`src/rtl/i2c_scl_timer.sv`:
```
module i2c_scl_timer #(
  parameter int PS_LO    = 16,
  parameter int PS_HI    = 512,
  parameter int SCALE_W  = 4,
  parameter int DLY_W    = 2,
  parameter int DLY_UNIT = 5,
  parameter int FILT_LEN = 3
) (
  input  logic               clk,
  input  logic               rst_n,
  input  logic               enable,
  input  logic               presc_sel,
  input  logic [SCALE_W-1:0] scale,
  input  logic [DLY_W-1:0]   sda_dly,
  input  logic               filt_en,
  input  logic               sda_oe_in,
  input  logic               sda_in_raw,
  input  logic               scl_in_raw,
  output logic               qtick,
  output logic               bit_end,
  output logic               sda_oe_out,
  output logic               sda_in_f,
  output logic               scl_in_f
);
  localparam int Q_LO      = PS_LO / 4;
  localparam int Q_HI      = PS_HI / 4;
  localparam int PC_W      = $clog2(Q_HI);
  localparam int N_TAPS    = 1 << DLY_W;
  localparam int DLY_DEPTH = DLY_UNIT * (N_TAPS - 1);

  logic               pre_sel_q;
  logic [SCALE_W-1:0] scale_q;
  logic [PC_W-1:0]    pre_cnt;
  logic [SCALE_W-1:0] sc_cnt;
  logic [1:0]         phase;
  logic               pre_hit;

  wire [PC_W-1:0] pre_top = pre_sel_q ? PC_W'(Q_HI - 1) : PC_W'(Q_LO - 1);

  assign pre_hit = enable && (pre_cnt == pre_top);
  assign qtick   = pre_hit && (sc_cnt == scale_q);
  assign bit_end = qtick && (phase == 2'd3);

  always_ff @(posedge clk or negedge rst_n) begin
    if (!rst_n) begin
      pre_sel_q <= 1'b0;
      scale_q   <= '0;
      pre_cnt   <= '0;
      sc_cnt    <= '0;
      phase     <= '0;
    end else if (!enable) begin
      pre_sel_q <= presc_sel;
      scale_q   <= scale;
      pre_cnt   <= '0;
      sc_cnt    <= '0;
      phase     <= '0;
    end else begin
      pre_cnt <= pre_hit ? '0 : pre_cnt + 1'b1;
      if (pre_hit) sc_cnt <= qtick ? '0 : sc_cnt + 1'b1;
      if (qtick)   phase  <= phase + 1'b1;
      if (bit_end) begin
        pre_sel_q <= presc_sel;
        scale_q   <= scale;
      end
    end
  end

  logic [DLY_DEPTH-1:0] dly_sr;
  logic [N_TAPS-1:0]    taps;

  always_ff @(posedge clk or negedge rst_n) begin
    if (!rst_n) dly_sr <= '0;
    else        dly_sr <= {dly_sr[DLY_DEPTH-2:0], sda_oe_in};
  end

  assign taps[0] = sda_oe_in;
  for (genvar k = 1; k < N_TAPS; k++) begin : g_tap
    assign taps[k] = dly_sr[k*DLY_UNIT-1];
  end
  assign sda_oe_out = taps[sda_dly];

  logic [1:0] raw_in, filt_out;
  assign raw_in = {scl_in_raw, sda_in_raw};

  for (genvar i = 0; i < 2; i++) begin : g_filt
    logic [FILT_LEN-2:0] hist;
    logic                lvl;
    wire all_hi = &{hist, raw_in[i]};
    wire all_lo = ~|{hist, raw_in[i]};
    always_ff @(posedge clk or negedge rst_n) begin
      if (!rst_n) begin
        hist <= '1;
        lvl  <= 1'b1;
      end else begin
        hist <= {hist[FILT_LEN-3:0], raw_in[i]};
        if (all_hi)      lvl <= 1'b1;
        else if (all_lo) lvl <= 1'b0;
      end
    end
    assign filt_out[i] = filt_en ? lvl : raw_in[i];
  end

  assign sda_in_f = filt_out[0];
  assign scl_in_f = filt_out[1];
endmodule

```
`config.mk`:
```
export PLATFORM = sky130hd
export DESIGN_NAME = i2c_scl_timer
export DESIGN_NICKNAME = d
export VERILOG_FILES = /design/src/rtl/i2c_scl_timer.sv
export SDC_FILE = /design/constraint.sdc
export NUM_CORES = 1
export LEC_CHECK = 0
export BUFFER_PORTS_ARGS = -buffer_cell sky130_fd_sc_hd__buf_2
export CORE_MARGIN = 2
export CORE_UTILIZATION = 55
export CTS_CLUSTER_SIZE = 20
export DETAILED_ROUTE_END_ITERATION = 7
export PLACE_DENSITY = 0.76
export SKIP_CTS_REPAIR_TIMING = 1
export SKIP_LAST_GASP = 1
export SLEW_MARGIN = 30
export SYNTH_ARGS = -nofsm -noshare
export SYNTH_HDL_FRONTEND = slang
export SYNTH_SLANG_ARGS = --single-unit
```
`constraint.sdc`:
```
create_clock -name clk -period 5.8 [get_ports clk]
set_input_delay 0 -clock clk [delete_from_list [all_inputs] [get_ports clk]]
set_output_delay 0 -clock clk [all_outputs]
set_load 0.02 [all_outputs]
```
## Yosys cells after proc, flatten, opt, wreduce, memory -nomap -nowiden

Cells that the tools add are included.

| word-level totals | value |
|---|---|
| register bits after elaboration | 39 |
| latch bits | 0 |
| bits in writable memories | 0 |
| ROM bits | 0 |
| input port bits | 14 |
| output and inout bits | 5 |
| logic and storage cells | 49 |
| memories | 0 |

| cells by class | value |
|---|---|
| add/sub/neg operators | 3 |
| $mul | 0 |
| divide/modulo/power cells | 0 |
| order comparisons | 1 |
| equality and inequality tests | 8 |
| shifts and indexed selects | 0 |
| mux-type cells | 20 |
| bitwise logic cells | 0 |
| reduce and logical (&&, ||, !) cells | 7 |

Operator list:

| operator | number |
|---|---|
| 7-bit two-way mux | 3 |
| 4-bit two-way mux | 5 |
| 1-bit two-way mux | 9 |
| 7-bit by 1-bit adder with 7-bit output (second input constant) | 1 |
| 7-bit equality test | 1 |
| 2-bit by 1-bit != test with 1-bit output (second input constant) | 3 |
| 3-bit AND reduction | 2 |
| 3-bit OR reduction | 2 |
| 4-bit by 1-bit adder with 4-bit output (second input constant) | 1 |
| 4-bit equality test | 1 |
| 2-bit two-way mux | 2 |
| 2-bit != test (second input constant) | 2 |
| 1-bit logical AND | 3 |
| 2-bit by 3-bit less-than comparator with 1-bit output (second input constant) | 1 |
| 2-bit by 1-bit adder with 2-bit output (second input constant) | 1 |
| 1-bit binary-select mux with 2-bit select | 1 |
| 2-bit equality test (second input constant) | 1 |

## Logic depth before layout (Yosys ltp)

| logic depth | value |
|---|---|
| depth after elaboration | 7 |
| gate-level depth with buffers | 5 |
| mapped depth without buffers | 4 |

## Least setup slack after synthesis

OpenSTA, ideal clock, no wires.

| path | value |
|---|---|
| path type | reg-to-reg |
| start | register pre_cnt[3] |
| end | register pre_sel_q |
| setup time | 0.125 ns |
| arrival | 2.082 ns |
| required time | 5.675 ns |
| path slack | 3.593 ns |
| stages on the path, launching flop included | 6 |
| path buffers | 1 |
| clock period less this slack | 2.207 ns |
| cells stage by stage | dfrtp_1 > or4_1 > o31a_1 > buf_6 > o41ai_4 > mux2_2 |

| between the ends | value |
|---|---|
| word-level cells in the longest chain between the ends | 5 |

RTL lines:

| element | line | text |
|---|---|---|
| start: declaration | 33 | `logic [PC_W-1:0] pre_cnt;` |
| start signal: assignment | 58 | `pre_cnt <= pre_hit ? '0 : pre_cnt + 1'b1;` |
| 7-bit equality test | 40 | `assign pre_hit = enable && (pre_cnt == pre_top);` |
| 1-bit logical AND | 40 |  |
| 1-bit logical AND | 41 | `assign qtick = pre_hit && (sc_cnt == scale_q);` |
| 1-bit logical AND | 42 | `assign bit_end = qtick && (phase == 2'd3);` |
| 2-bit by 1-bit != test with 1-bit output (no source line) | -- |  |
| end signal: assignment | 52 | `pre_sel_q <= presc_sel;` |
| end signal: assignment | 62 | `pre_sel_q <= presc_sel;` |
| end: declaration | 31 | `logic pre_sel_q;` |

Every way passes these cells.
A chain may end at the register's enable or synchronous reset.

## Worst setup path in the final report

| path | value |
|---|---|
| start | register pre_cnt[3] |
| end | output port bit_end |

| between the ends | value |
|---|---|
| word-level cells in the longest chain between the ends | 4 |

RTL lines:

| element | line | text |
|---|---|---|
| 7-bit equality test | 40 |  |
| 1-bit logical AND | 40 |  |
| 1-bit logical AND | 41 |  |
| 1-bit logical AND | 42 |  |
| end: declaration | 20 | `output logic bit_end,` |

Every way passes these cells.

==> key figures <==
Clock network
  • TritonCTS clock tree: built
  • CTS buffer count: 5
  • Latest clock arrival within the worst-skew pair: 350 ps
  • Clk pin slew, worst setup/hold paths: 120 ps
  • Clk sinks: 39
  • Clock tree buffer depth: 2
  • Htree depth: 2
  • Root buf cell: clkbuf_4

Floorplan
  • FP Rows: 19
  • Die Ht: 57.4 um
  • Starting Density: a little under three fifths
  • Die area: around 0.0033 mm2
  • Io pins: 19
  • Horiz. Die Dim: between 50 and 60 um
  • Core area: 0.00273 mm2

Synthesis
  • Main flop type after synthesis: dfrtp_1
  • Seq cells post-synth: 39
  • Post-synthesis instance total: 117
  • Post-synth top cells: dfrtp_1, o21ai_0, dfstp_2, mux2_2, nor2_1
  • Dominant cell type by area after synthesis: dfrtp_1
  • Unique cell type count in the Yosys netlist: 37
  • Synthesized cell area: ~0.0016 mm2
  • Register area share after synthesis: between 60% and 70%
  • Syn_nets: 134
  • Top cells by area, synth: dfrtp_1, dfstp_2, mux2_2
  • Async S/R FF share, synth: 100%
  • Yosys warning count: 0
  • Most common cell in the synthesized netlist: dfrtp_1
  • Synthesized area per cell: 13.4 um2
  • Top cell type's share of synthesized area: between 50% and 60%
  • Post-synth EDFFs: 0

Pwr
  • Fraction of power spent switching nets: between 20% and 30%
  • NetSw: around 0.00012 W
  • Power Total: approximately 0.00052 W
  • Cell area power density: ~280 mW/mm2
  • Internal power: roughly 0.0004 W
  • Pleak: roughly 0.83 nW
  • Register share of total power: a little under three fifths
  • Clk pwr share: approximately 34%
  • Peak supply drop: approximately 0.26 mV
  • Combinational share of power: 8.9%

Timing
  • Final setup viols: 0
  • Slew of the pin with the lowest slew margin: 814 ps
  • Setup TNS: 0 ps
  • Worst Skew: about 9 ps
  • Peak Freq: roughly 0.4 GHz
  • Pins Over Slew Limit: 0
  • WHS: about 23 ps
  • RSZ-0062 raised after global routing: false
  • Slew HR: between 40% and 50%
  • Crit share post-route: between 40 and 50%
  • Final hold violation count: 0
  • Tmin final: about 2600 ps

Setup path
  • CP endpoint kind: output port
  • CP arrival: 2560 ps
  • CP max FO: 10
  • Worst setup SP type: register
  • CP Data Required Time: 5800 ps
  • CP Cell Sequence: or4_1 > o31a_1 > nor3_1 > and3_1 > buf_2
  • CP max stage cell: or4_1
  • Critical path class: reg -> out
  • Worst path max stage delay: ~520 ps

Layout
  • Final nets: 166
  • Finished Cell Area: 0.00185 mm2
  • Layout fillers: just under 200
  • Share of cells above drive strength 1: ~29%
  • Post-layout util: 67.6%
  • P&R area growth vs syn: 18.1%
  • Register Area: 983 um2
  • Ant diodes: 0
  • Area of the multi-input gates: 553 um2

Detailed routing
  • DR vias/cell: ~5.6
  • Vias: just over 1000
  • DRT iter0 DRCs: 16
  • Post-route DRC: 0
  • WL/cell: approximately 15 um
  • Antenna Nets Post-Route: 0
  • Pre-antenna DRT Iters: 4
  • DRT Wirelength: about 2700 um

GRT
  • Global-route wire length before repair: between 4000 and 5000 um
  • Vias in the first global route: roughly 1000
  • Grt ovf: 0
  • Overall routing resource usage: 18.5%
  • Initial antenna violation count: 0
  • Largest net degree at the start of global routing: 40

Job
  • Max-cap violation count: 0

Status
  • Outcome: finished, final reports clean

Placement
  • Gpl congestion: 0.879
  • Port buffer count: 18
  • Cell Area, Placed: roughly 0.0017 mm2
  • DP HPWL: approximately 1800 um

Min path
  • Min-delay worst type: in -> reg
## layout make-up
class                      count  share of cell area (%)
timing repair buffer          27                    9.74
sequential                    39                    53.2
tap                           31                    2.10
clock buffer                   6                    2.23
multi-input combinational     72                    29.9
clock inverter                 2                    2.03
inverter                       4                   0.812
## kinds of logic (layout without fill, tap and decap cells)
kind of cell / count (synthesis) / after routing / share of synthesized area [%]
AO/OA/AOI/OAI: 19 / 19 / 9.10
AND/OR/NAND/NOR: 32 / 32 / 11.7
adder cells (fa/ha/maj): 3 / 3 / 2.40
XOR/XNOR: 9 / 9 / 5.03
flip-flops: 39 / 39 / 62.8
multiplexers: 9 / 9 / 7.03
buffers and inverters: 6 / 39 / 1.92
## layout by cell type, fill, tap and decap left out, types with 2 or more instances in the layout
cell	count
mux2i_1	2
mux2_2	6
ha_1	3
nor2_1	6
xor2_1	4
a21boi_0	2
buf_2	18
xnor2_1	5
dfrtp_1	33
clkbuf_4	5
dfstp_2	6
inv_1	4
o21ai_0	7
a21oi_1	2
nand4b_1	2
o211ai_1	2
nand2_1	5
dlygate4sd3_1	9
and3_1	2
nand4_1	2
nand3_1	5
## power groups by stage
stage / Combinational [W] / Clock (W) / Sequential (W)
after floorplan: 0.0000280 / 0 / 0.000299
after global placement: 0.0000402 / 0 / 0.000301
after detailed placement: 0.0000426 / 0 / 0.000302
after CTS: 0.0000426 / 0.000183 / 0.000297
after global routing: 0.0000525 / 0.000195 / 0.000299
final: 0.0000464 / 0.000178 / 0.000297
## flip-flops by register name, summed over array words and instances (netlist names)
register     cells
dly_sr          15
pre_cnt          7
g_filt.hist      4
sc_cnt           4
scale_q          4
g_filt.lvl       2
phase            2
pre_sel_q        1
## metal layers
metal | up-vias | GRT usage (%) | wire (um)
met5 | - | 0 | 0
met2 | 19 | 28.9 | 1360
met3 | 6 | 4.76 | 88
li1 | 482 | - | -
met1 | 508 | 24.3 | 1180
met4 | 0 | 8.97 | 44
## path summary, 6_finish.rpt
kind / depth (start not counted) / startpoint / slack (ps) / endpoint
setup / recovery: 5 / pre_cnt[3] / 3240 / bit_end
hold / removal: 3 / enable / 20 / phase[1]
setup reg to reg: 4 / pre_cnt[3] / 3450 / scale_q[1]
hold reg to reg: 0 / dly_sr[6] / 360 / dly_sr[7]
max in group asynchronous: 2 / rst_n / 5010 / phase[1]
min in group asynchronous: 2 / rst_n / 270 / sc_cnt[0]
## stage by stage
step	instances	worst slack (ps)
2_1_floorplan	117	3590
3_3_place_gp	164	3520
3_5_place_dp	164	3470
4_1_cts	172	3220
5_1_grt	181	3090
6_report	181	3240
## worst max-delay path: cells and delay by family (launching register included)
kind | cells | cell delay (ps)
DFF | 1 | 440
buffers and inverters | 1 | 160
and+or+nand+nor | 3 | 1240
AOI/OAI and AO/OA | 1 | 370
Note: power is estimated with default switching activity, not from simulation.
